==> src/rtl/pwm_chan_pkg.sv <==
package pwm_chan_pkg;

    // Decoded view of one channel's control group.
    typedef struct packed {
        logic start;
        logic mupd;
        logic inv;
        logic arld;
    } chan_ctrl_t;

    // What the counter asks the waveform stage to do this clock.
    typedef enum logic [1:0] {
        EV_NONE  = 2'd0,
        EV_LOAD  = 2'd1,
        EV_STOP  = 2'd2,
        EV_MATCH = 2'd3
    } wave_evt_t;

    localparam int CTRL_WORD_ADDR = 8;
    localparam int BUF_STRIDE     = 12;
    localparam int GROUP_BITS     = 4;

    function automatic int cnt_buf_addr(input int ch);
        return 12 + BUF_STRIDE * ch;
    endfunction

    function automatic int cmp_buf_addr(input int ch);
        return 16 + BUF_STRIDE * ch;
    endfunction

    // Channel 0 sits at the bottom; a one-group gap follows it.
    function automatic int ctrl_group_lsb(input int ch);
        return (ch == 0) ? 0 : GROUP_BITS * (ch + 1);
    endfunction

endpackage

==> src/rtl/pwm_chan_regs.sv <==
module pwm_chan_regs
    import pwm_chan_pkg::*;
#(
    parameter int CNT_W  = 16,
    parameter int CHAN   = 1,
    parameter int NUM_CH = 5,
    parameter int ADDR_W = 8,
    parameter int DATA_W = 32
) (
    input  logic              clk,
    input  logic              rst,
    input  logic              wr_en,
    input  logic [ADDR_W-1:0] wr_addr,
    input  logic [DATA_W-1:0] wr_data,
    output logic [CNT_W-1:0]  cnt_buf,
    output logic [CNT_W-1:0]  cmp_buf,
    output chan_ctrl_t        ctrl
);
    localparam int GRP_LSB = ctrl_group_lsb(CHAN);
    localparam bit IS_LAST = (CHAN == NUM_CH - 1);
    localparam logic [ADDR_W-1:0] A_CNT  = ADDR_W'(cnt_buf_addr(CHAN));
    localparam logic [ADDR_W-1:0] A_CMP  = ADDR_W'(cmp_buf_addr(CHAN));
    localparam logic [ADDR_W-1:0] A_CTRL = ADDR_W'(CTRL_WORD_ADDR);

    logic [GROUP_BITS-1:0] grp;
    chan_ctrl_t            grp_dec;
    logic                  unused_wr_bits;

    assign grp            = wr_data[GRP_LSB +: GROUP_BITS];
    assign unused_wr_bits = ^wr_data;

    // The last channel has no inverter; its reload flag moves down one bit.
    generate
        if (IS_LAST) begin : g_last_layout
            assign grp_dec = '{start: grp[0], mupd: grp[1], inv: 1'b0, arld: grp[2]};
        end else begin : g_std_layout
            assign grp_dec = '{start: grp[0], mupd: grp[1], inv: grp[2], arld: grp[3]};
        end
    endgenerate

    always_ff @(posedge clk) begin
        if (rst) begin
            cnt_buf <= '0;
            cmp_buf <= '0;
            ctrl    <= '0;
        end else if (wr_en) begin
            if (wr_addr == A_CNT)  cnt_buf <= wr_data[CNT_W-1:0];
            if (wr_addr == A_CMP)  cmp_buf <= wr_data[CNT_W-1:0];
            if (wr_addr == A_CTRL) ctrl    <= grp_dec;
        end
    end

endmodule

==> src/rtl/pwm_chan_counter.sv <==
module pwm_chan_counter
    import pwm_chan_pkg::*;
#(
    parameter int CNT_W = 16
) (
    input  logic             clk,
    input  logic             rst,
    input  logic             tick_en,
    input  chan_ctrl_t       ctrl,
    input  logic [CNT_W-1:0] cnt_buf,
    input  logic [CNT_W-1:0] cmp_buf,
    output logic [CNT_W-1:0] cnt_q,
    output logic [CNT_W-1:0] cmp_q,
    output wave_evt_t        evt,
    output logic             expire
);
    logic             halted;
    logic             run;
    logic             at_zero;
    logic [CNT_W-1:0] cnt_dec;

    assign cnt_dec = cnt_q - CNT_W'(1);
    assign at_zero = (cnt_q == '0);
    assign run     = ctrl.start && tick_en && !halted && !ctrl.mupd;

    always_comb begin
        evt = EV_NONE;
        if (ctrl.mupd)
            evt = EV_LOAD;
        else if (run && at_zero)
            evt = ctrl.arld ? EV_LOAD : EV_STOP;
        else if (run && (cnt_dec == cmp_q))
            evt = EV_MATCH;
    end

    always_ff @(posedge clk) begin
        if (rst) begin
            cnt_q  <= '0;
            cmp_q  <= '0;
            halted <= 1'b1;
            expire <= 1'b0;
        end else begin
            expire <= 1'b0;
            if (ctrl.mupd) begin
                cnt_q  <= cnt_buf;
                cmp_q  <= cmp_buf;
                halted <= 1'b0;
            end else if (run) begin
                if (at_zero) begin
                    expire <= 1'b1;
                    if (ctrl.arld) begin
                        cnt_q <= cnt_buf;
                        cmp_q <= cmp_buf;
                    end else begin
                        halted <= 1'b1;
                    end
                end else begin
                    cnt_q <= cnt_dec;
                end
            end
        end
    end

    // a manual-update clock copies both holding registers.
    a_r4_manual_load: assert property (@(posedge clk) disable iff (rst)
        ctrl.mupd |=> (cnt_q == $past(cnt_buf)) && (cmp_q == $past(cmp_buf)));

    // with start clear and no update, the count does not move.
    a_r10_hold_stopped: assert property (@(posedge clk) disable iff (rst)
        (!ctrl.start && !ctrl.mupd) |=> ($stable(cnt_q) && !expire));

    // no tick, no movement and no expiry.
    a_r11_tick_gate: assert property (@(posedge clk) disable iff (rst)
        (!tick_en && !ctrl.mupd) |=> ($stable(cnt_q) && !expire));

    // a halted channel stays put until the next manual update.
    a_r9_halt_quiet: assert property (@(posedge clk) disable iff (rst)
        (halted && !ctrl.mupd) |=> ($stable(cnt_q) && !expire));

endmodule

==> src/rtl/pwm_chan_wavegen.sv <==
module pwm_chan_wavegen
    import pwm_chan_pkg::*;
#(
    parameter int CNT_W = 16
) (
    input  logic             clk,
    input  logic             rst,
    input  wave_evt_t        evt,
    input  chan_ctrl_t       ctrl,
    input  logic [CNT_W-1:0] cnt_q,
    input  logic [CNT_W-1:0] cmp_q,
    output logic             pwm_out
);
    logic raw_q;

    always_ff @(posedge clk) begin
        if (rst) begin
            raw_q <= 1'b0;
        end else begin
            unique case (evt)
                EV_LOAD, EV_STOP: raw_q <= 1'b0;
                EV_MATCH:         raw_q <= 1'b1;
                default:          raw_q <= raw_q;
            endcase
        end
    end

    // Stopped channels sit at the inactive level, then polarity applies.
    assign pwm_out = (ctrl.start & raw_q) ^ ctrl.inv;

    // the raw waveform only rises when the count meets the compare value.
    a_r7_rise_at_match: assert property (@(posedge clk) disable iff (rst)
        $rose(raw_q) |-> (cnt_q == cmp_q));

    // while stopped, the output equals the polarity bit.
    a_r10_idle_level: assert property (@(posedge clk) disable iff (rst)
        !ctrl.start |-> (pwm_out == ctrl.inv));

endmodule

==> src/rtl/pwm_dbuf_channel.sv <==
module pwm_dbuf_channel
    import pwm_chan_pkg::*;
#(
    parameter int CNT_W  = 16,
    parameter int CHAN   = 1,
    parameter int NUM_CH = 5,
    parameter int ADDR_W = 8,
    parameter int DATA_W = 32
) (
    input  logic              clk,
    input  logic              rst,
    input  logic              tick_en,
    input  logic              wr_en,
    input  logic [ADDR_W-1:0] wr_addr,
    input  logic [DATA_W-1:0] wr_data,
    output logic              pwm_out,
    output logic              expire_pulse
);
    chan_ctrl_t       ctrl;
    wave_evt_t        evt;
    logic [CNT_W-1:0] cnt_buf;
    logic [CNT_W-1:0] cmp_buf;
    logic [CNT_W-1:0] cnt_q;
    logic [CNT_W-1:0] cmp_q;

    pwm_chan_regs #(
        .CNT_W (CNT_W),
        .CHAN  (CHAN),
        .NUM_CH(NUM_CH),
        .ADDR_W(ADDR_W),
        .DATA_W(DATA_W)
    ) u_regs (
        .clk    (clk),
        .rst    (rst),
        .wr_en  (wr_en),
        .wr_addr(wr_addr),
        .wr_data(wr_data),
        .cnt_buf(cnt_buf),
        .cmp_buf(cmp_buf),
        .ctrl   (ctrl)
    );

    pwm_chan_counter #(
        .CNT_W(CNT_W)
    ) u_cnt (
        .clk    (clk),
        .rst    (rst),
        .tick_en(tick_en),
        .ctrl   (ctrl),
        .cnt_buf(cnt_buf),
        .cmp_buf(cmp_buf),
        .cnt_q  (cnt_q),
        .cmp_q  (cmp_q),
        .evt    (evt),
        .expire (expire_pulse)
    );

    pwm_chan_wavegen #(
        .CNT_W(CNT_W)
    ) u_wave (
        .clk    (clk),
        .rst    (rst),
        .evt    (evt),
        .ctrl   (ctrl),
        .cnt_q  (cnt_q),
        .cmp_q  (cmp_q),
        .pwm_out(pwm_out)
    );

endmodule

==> config.mk <==
export PLATFORM = sky130hd
export DESIGN_NAME = pwm_dbuf_channel
export DESIGN_NICKNAME = d
export VERILOG_FILES = /design/src/rtl/pwm_chan_pkg.sv /design/src/rtl/pwm_chan_regs.sv /design/src/rtl/pwm_chan_counter.sv /design/src/rtl/pwm_chan_wavegen.sv /design/src/rtl/pwm_dbuf_channel.sv
export SDC_FILE = /design/constraint.sdc
export NUM_CORES = 1
export LEC_CHECK = 0
export BUFFER_PORTS_ARGS = -buffer_cell sky130_fd_sc_hd__buf_2
export CORE_MARGIN = 1.5
export CORE_UTILIZATION = 64
export CTS_BUF_LIST = sky130_fd_sc_hd__clkbuf_8
export DETAILED_ROUTE_END_ITERATION = 6
export PLACE_DENSITY = 0.86
export SYNTH_ARGS = -nofsm -noshare
export SYNTH_HDL_FRONTEND = slang
export SYNTH_SLANG_ARGS = --single-unit
==> constraint.sdc <==
create_clock -name clk -period 4.9 [get_ports clk]
set_clock_uncertainty 0.1 [all_clocks]
set_input_delay 0.735 -clock clk [delete_from_list [all_inputs] [get_ports clk]]
set_output_delay 0.735 -clock clk [all_outputs]
set_load 0.005 [all_outputs]
==> out/metrics.csv, run 1 <==
stage;metric;value;unit
drt;wl_met2;4210;um
critical_path;crit_path_start;u_cnt.cnt_q[2];
floorplanning;row_count;26;
finish;syn2layout_area_growth;10.2;%
drt;wl_met1;4040;um
critical_path;path_depth;7;
logic_synthesis;synth_edf_count;0;
clocking;holdBufCountCts;0;
status;status;completed;
critical_path;rr_worst_depth;7;
logic_synthesis;synthArstFlopShare;0;
clocking;cts-root-buf;clkbuf_8;
timing;hold_violations;0;
placement;place_hpwl;5840;um
global_route;grt_max_degree;48;
critical_path;crit_type;register to register;
clocking;cts_inserted_buffers;9;
drt;antenna_violating_nets_post_route;0;
floorplanning;start_util;0.680;
drt;routed.top_layer;met4;
finish;diodes;0;
drt;drt-wirelength-per-cell;17.2;um
clocking;cts_buffer_depth;2;
global_route;grt-ovfl-total;0;
critical_path;worst-path-buf-inv;1;
logic_synthesis;ys_types;56;
placement;gp_congestion;0.974;
drt;routed-via-count;3362;
logic_synthesis;synth-xor-area-share;0.0443;
logic_synthesis;ys_seq_area_frac;0.399;
clocking;postCtsSetupRepairBufs;0;
clocking;cts_tree;yes;
timing;setup_viol;0;
global_route;grt_pass1_wl;15100;um
pwr;power_density;313;mW/mm2
logic_synthesis;synth_nets;491;
critical_path;rrSetupSlack;1.82;ns
pwr;p_leak;1.53;nW
critical_path;cp-end-kind;register;
placement;io_buffers;29;
critical_path;reg2reg_to;u_cnt.cnt_q[8];
min_path;min_path_cells;2;
run;cap_viol_max_count;0;
floorplanning;die_h;77.6;um
drt;drt_pre_antenna_iters;6;
logic_synthesis;synthFlopType;dfxtp_1;
timing;fmax;0.324;GHz
timing;final.period_utilization;0.629;
timing;layout_min_cycle_time;3.08;ns
clocking;clk_pin_slew_worst_paths;0.08;ns
critical_path;path_delay_family;simple AND/OR/NAND/NOR gates;
logic_synthesis;synth_compound_gate_area_share;0.180;
critical_path;critPathRequiredTime;5.09;ns
critical_path;worst-path-max-fanout;18;
floorplanning;core;0.00524;mm2
global_route;grt.total_usage;0.321;
timing;slew_headroom;0.0595;
logic_synthesis;synth_adder_area_share;0.00703;
critical_path;timing.critical_path.to;u_cnt.cnt_q[8];
pwr;worst_ir_drop_vdd;0.225;mV
floorplanning;die_x;77.6;um
critical_path;reg2reg_from;u_cnt.cnt_q[2];
logic_synthesis;ys_seq_elements;71;
logic_synthesis;muxShareOfSynthArea;0.0657;
clocking;cts.sinks;71;
min_path;hp-class;register to register;
drt;totalWireLength;9140;um
clocking;post_cts_resized;0;
timing;tightest_slew;1.41;ns
logic_synthesis;synth.avg_cell_area;8.00;um2
critical_path;startpoint_type;register;
logic_synthesis;synth_top_family_by_area;simple AND/OR/NAND/NOR gates;
drt;drc;0;
timing;maxSlewViolCount;0;
timing;rsz0062_at_grt;false;
floorplanning;die-area;0.00602;mm2
drt;wl_met3;697;um
clocking;h-tree-depth;3;
finish;drive_gt1_frac;0.147;
critical_path;worst_ep_arrival_time;3.27;ns
logic_synthesis;synthCells;445;
floorplanning;ios;46;
timing;setup-tns-final;0;ns
logic_synthesis;synthSimpleGateAreaFrac;0.255;
logic_synthesis;ys_warn_count;0;
drt;drtIter0Drc;501;
clocking;clock_latency;0.36;ns
drt;via_per_inst;6.32;
global_route;first_global_vias;3096;
critical_path;cp_cell_sequence;nor3_1 > nand3_1 > o41ai_1 > nor2b_1 > buf_4 > o21ai_0 > a21oi_1;
critical_path;cpMaxStageDelayCell;nor3_1;
global_route;antenna_found_initial;0;
finish;nets;503;
timing;hold_slack;0.355;ns
critical_path;worst_path_largest_cell_delay;0.84;ns
logic_synthesis;syn_area;0.00356;mm2
## worst min-delay path, stage by stage (launching register included)
cell and delay, ns:
dfxtp_1 0.31, nand2_1 0.05, a21oi_1 0.05
## layout make-up
cell class,count,area (um2)
multi-input cells,339,1960
inverters,3,11.3
clock inverters,7,143
repair buffers,33,175
fillers,372,1310
well taps,70,87.6
clock buffers,9,124
flip-flops and latches,71,1420
## state kept, by name (all words and copies together) (netlist names)
register        count
u_cnt.cmp_q        16
u_cnt.cnt_q        16
u_regs.cmp_buf     16
u_regs.cnt_buf     16
u_regs.ctrl         4
u_cnt.expire        1
u_cnt.halted        1
u_wave.raw_q        1
## metal layers
metal,track usage,vias to the layer above
li1,-,1570
met1,0.429,1590
met2,0.506,177
met3,0.0565,25
met4,0.144,0
met5,0,-
## cell families after synthesis
family / Yosys count
AND/OR/NAND/NOR: 190
XOR/XNOR: 18
multiplexers: 23
AO/OA/AOI/OAI: 106
buffers and inverters: 35
flip-flops: 71
adder cells (fa/ha/maj): 2
## synthesized netlist by cell type, types with 2 or more instances
cell type / number / area, um2
xor2_1: 8 / 70.1
nor3_1: 6 / 30.0
mux2i_1: 20 / 200
and3_1: 4 / 25.0
or4_4: 2 / 22.5
ha_1: 2 / 25.0
o21ai_0: 17 / 85.1
or2_2: 3 / 18.8
inv_1: 3 / 11.3
a31oi_1: 2 / 12.5
nand2_1: 84 / 315
nand4_1: 4 / 25.0
xnor2_1: 10 / 87.6
nand3b_1: 5 / 37.5
buf_2: 3 / 15.0
buf_4: 5 / 37.5
nor4b_1: 2 / 17.5
buf_6: 3 / 33.8
o41ai_1: 2 / 17.5
and2_1: 2 / 12.5
nor3b_1: 2 / 15.0
nand2b_1: 2 / 12.5
nand3_1: 12 / 60.1
dfxtp_1: 71 / 1420
o211ai_1: 2 / 15.0
nor2_1: 47 / 176
nor4_1: 3 / 18.8
a41oi_1: 3 / 26.3
a21oi_1: 58 / 290
mux2_2: 3 / 33.8
clkbuf_1: 20 / 75.1
a21o_1: 10 / 75.1
or4_2: 2 / 17.5
## through the flow
| step | instances | utilization | setup slack [ns] | cell area (um2) | total power (W) |
|---|---|---|---|---|---|
| 3_3_place_gp | 516 | 0.699 | 2.06 | 3660 | 0.000616 |
| 5_1_grt | 532 | 0.749 | 1.63 | 3930 | 0.00125 |
| 6_report | 532 | 0.749 | 1.82 | 3930 | 0.00123 |
| 2_1_floorplan | 445 | - | 2.51 | 3560 | 0.000601 |
| 4_1_cts | 532 | 0.749 | 1.95 | 3930 | 0.00122 |
| 3_5_place_dp | 516 | 0.699 | 1.98 | 3660 | 0.000616 |
## worst min path at each step
stage,start,end
after CTS,u_regs.cnt_buf[11],u_regs.cnt_buf[11]
after global routing,u_regs.cnt_buf[10],u_regs.cnt_buf[10]
after floorplan,u_regs.cnt_buf[6],u_regs.cnt_buf[6]
after global placement,u_regs.cnt_buf[8],u_regs.cnt_buf[8]
after detailed placement,u_regs.cmp_buf[14],u_regs.cmp_buf[14]
final,u_regs.cmp_buf[14],u_regs.cmp_buf[14]
## power by group
group	internal [W]	switching (W)	leakage [nW]
Combinational	0.00000973	0.0000173	0.825
Sequential	0.000577	0.000000258	0.572
Clock	0.000392	0.000233	0.134
Total	0.000979	0.000251	1.53
## cell usage in the layout, fill, tap and decap left out, types with 3 or more instances in the layout
cell / n
mux2_2: 3
mux2i_1: 20
buf_4: 4
nand3_1: 12
nor4_1: 3
dfxtp_1: 71
or2_2: 3
xor2_1: 8
nand3b_1: 5
clkbuf_8: 9
nand2_1: 84
xnor2_1: 10
nor2_1: 47
a21o_1: 10
o21ai_0: 17
and3_1: 4
a21oi_1: 58
nand4_1: 4
buf_2: 29
inv_1: 3
nor3_1: 6
bufinv_16: 4
a41oi_1: 3
No activity file was read; power rests on OpenSTA's default activity.
==> run 2: changes to the inputs <==
--- a/config.mk
+++ b/config.mk
@@ -7,10 +7,10 @@
 export LEC_CHECK = 0
 export BUFFER_PORTS_ARGS = -buffer_cell sky130_fd_sc_hd__buf_2
 export CORE_MARGIN = 1.5
-export CORE_UTILIZATION = 64
+export CORE_UTILIZATION = 60
 export CTS_BUF_LIST = sky130_fd_sc_hd__clkbuf_8
 export DETAILED_ROUTE_END_ITERATION = 6
-export PLACE_DENSITY = 0.86
+export PLACE_DENSITY = 0.81
 export SYNTH_ARGS = -nofsm -noshare
 export SYNTH_HDL_FRONTEND = slang
 export SYNTH_SLANG_ARGS = --single-unit
==> constraint.sdc (replaced) <==
create_clock -name clk -period 2.9 [get_ports clk]
set_clock_uncertainty 0.1 [all_clocks]
set_input_delay 0.435 -clock clk [delete_from_list [all_inputs] [get_ports clk]]
set_output_delay 0.435 -clock clk [all_outputs]
set_load 0.005 [all_outputs]
==> out/metrics.csv, run 2 (synthesized netlist as in run 1, its figures left out) <==
stage;metric;value;unit
status;status;completed;
finish;syn2layout_area_growth;10.5;%
finish;layout_common_cells;nand2_1 (84), dfxtp_1 (71), a21oi_1 (58);
min_path;hp-class;primary input to register;
floorplanning;die-area;0.00641;mm2
placement;place_hpwl;6210;um
drt;via_per_inst;6.10;
floorplanning;core;0.00561;mm2
critical_path;crit_type;register to register;
timing;hold_violations;0;
critical_path;rrSetupSlack;0.29;ns
timing;tightest_slew;1.11;ns
pwr;combPwrFrac;0.026;
pwr;power.internal;0.00131;W
global_route;first_global_vias;3025;
critical_path;cp-end-kind;register;
min_path;hold_end;u_regs.cmp_buf[2];
floorplanning;die_x;80.0;um
timing;hold_slack;0.216;ns
finish;drive_gt1_frac;0.167;
clocking;clock_latency;0.36;ns
pwr;finalPower;0.00176;W
floorplanning;row_count;27;
pwr;pwr-share-seq;0.555;
timing;slew_headroom;0.259;
pwr;worst_ir_drop_vdd;0.425;mV
global_route;grt-ovfl-total;0;
timing;rsz0062_at_grt;false;
drt;drc;0;
floorplanning;die_h;80.0;um
finish;seqCellArea;0.00142;mm2
critical_path;worst_ep_arrival_time;2.81;ns
global_route;grt_pass1_wl;14600;um
global_route;antenna_found_initial;0;
critical_path;startpoint_type;register;
pwr;power_switching;0.000445;W
drt;drtIter0Drc;341;
timing;fmax;0.383;GHz
floorplanning;ios;46;
placement;dp_slack;0.344;ns
drt;drt_pre_antenna_iters;6;
drt;antenna_violating_nets_post_route;0;
clocking;post_cts_resized;0;
timing;setup_viol;0;
clocking;cts_buffer_depth;2;
drt;routed-via-count;3326;
placement;gp_congestion;0.933;
min_path;min_path_cells;3;
timing;maxSlewViolCount;0;
clocking;clk_pin_slew_worst_paths;0.09;ns
drt;totalWireLength;8850;um
critical_path;reg2reg_from;u_cnt.cnt_q[0];
critical_path;critPathRequiredTime;3.10;ns
clocking;h-tree-depth;3;
timing;final.period_utilization;0.900;
pwr;power_density;446;mW/mm2
floorplanning;start_util;0.635;
pwr;p_leak;1.54;nW
timing;setup-tns-final;0;ns
clocking;cts.sinks;71;
global_route;grt_max_degree;34;
global_route;grt.total_usage;0.298;
clocking;postCtsSetupRepairBufs;0;
drt;drt-wirelength-per-cell;16.2;um
clocking;holdBufCountCts;0;
pwr;power_frac_clock;0.419;
min_path;min_from;wr_data[2];
finish;fillers;463;
clocking;cts_inserted_buffers;9;
clocking;cts-root-buf;clkbuf_8;
finish;multi_input_area;0.00196;mm2
clocking;cts_tree;yes;
critical_path;worst-path-max-fanout;11;
finish;diodes;0;
timing;layout_min_cycle_time;2.61;ns
timing;fin_ws;0.289;ns
run;cap_viol_max_count;0;
critical_path;reg2reg_to;u_cnt.cnt_q[5];
critical_path;rr_worst_depth;8;
pwr;switching_share;0.253;
placement;io_buffers;29;
finish;final_common_cell;nand2_1;
finish;nets;514;
-- run 2: area by class of cell --
type | instances | share of cell area
Timing Repair Buffer | 44 | 0.0687
Inverter | 3 | 0.00286
Clock inverter | 7 | 0.0140
Sequential cell | 71 | 0.361
Multi-Input combinational cell | 339 | 0.499
Tap cell | 72 | 0.0229
Clock buffer | 9 | 0.0315
-- run 2: metrics by stage --
stage / util / cell area (um2) / cells
2_1_floorplan: - / 3560 / 445
3_3_place_gp: 0.670 / 3760 / 529
3_5_place_dp: 0.670 / 3760 / 529
4_1_cts: 0.702 / 3940 / 545
5_1_grt: 0.702 / 3940 / 545
6_report: 0.702 / 3940 / 545
-- run 2: how the worst max path moves through the flow --
stage,startpoint,end,depth (start not counted)
2_1_floorplan,u_cnt.cnt_q[0],u_wave.raw_q,9
3_3_place_gp,u_cnt.cnt_q[0],u_cnt.cnt_q[5],8
3_5_place_dp,u_cnt.cnt_q[0],u_cnt.cnt_q[5],8
4_1_cts,u_cnt.cnt_q[0],u_wave.raw_q,8
5_1_grt,u_cnt.cnt_q[0],u_cnt.cnt_q[5],8
6_report,u_cnt.cnt_q[0],u_cnt.cnt_q[5],8
-- run 2: power groups by stage --
stage	clock network (W)	logic, W	registers, W
after CTS	0.000741	0.0000445	0.000975
after floorplan	0	0.0000171	0.000998
after global routing	0.000779	0.0000499	0.000975
final	0.000736	0.0000456	0.000975
after global placement	0	0.0000434	0.000998
after detailed placement	0	0.0000443	0.000998
-- run 2: per-layer routing --
metal	wire, um	share of wire	vias to the layer above	track usage
met5	0	0	-	0
met4	171	0.019	0	0.129
met3	643	0.073	19	0.0457
met2	4060	0.46	152	0.460
met1	3980	0.45	1563	0.410
li1	-	-	1592	-
-- run 2: critical path, stage by stage, from the launching register on --
cell and delay (ns):
dfxtp_1 0.43, inv_1 0.11, ha_1 0.22, and3_1 0.19, a21oi_1 0.89, buf_4 0.27, nand3_1 0.08, a21o_1 0.17
a21oi_1 0.11
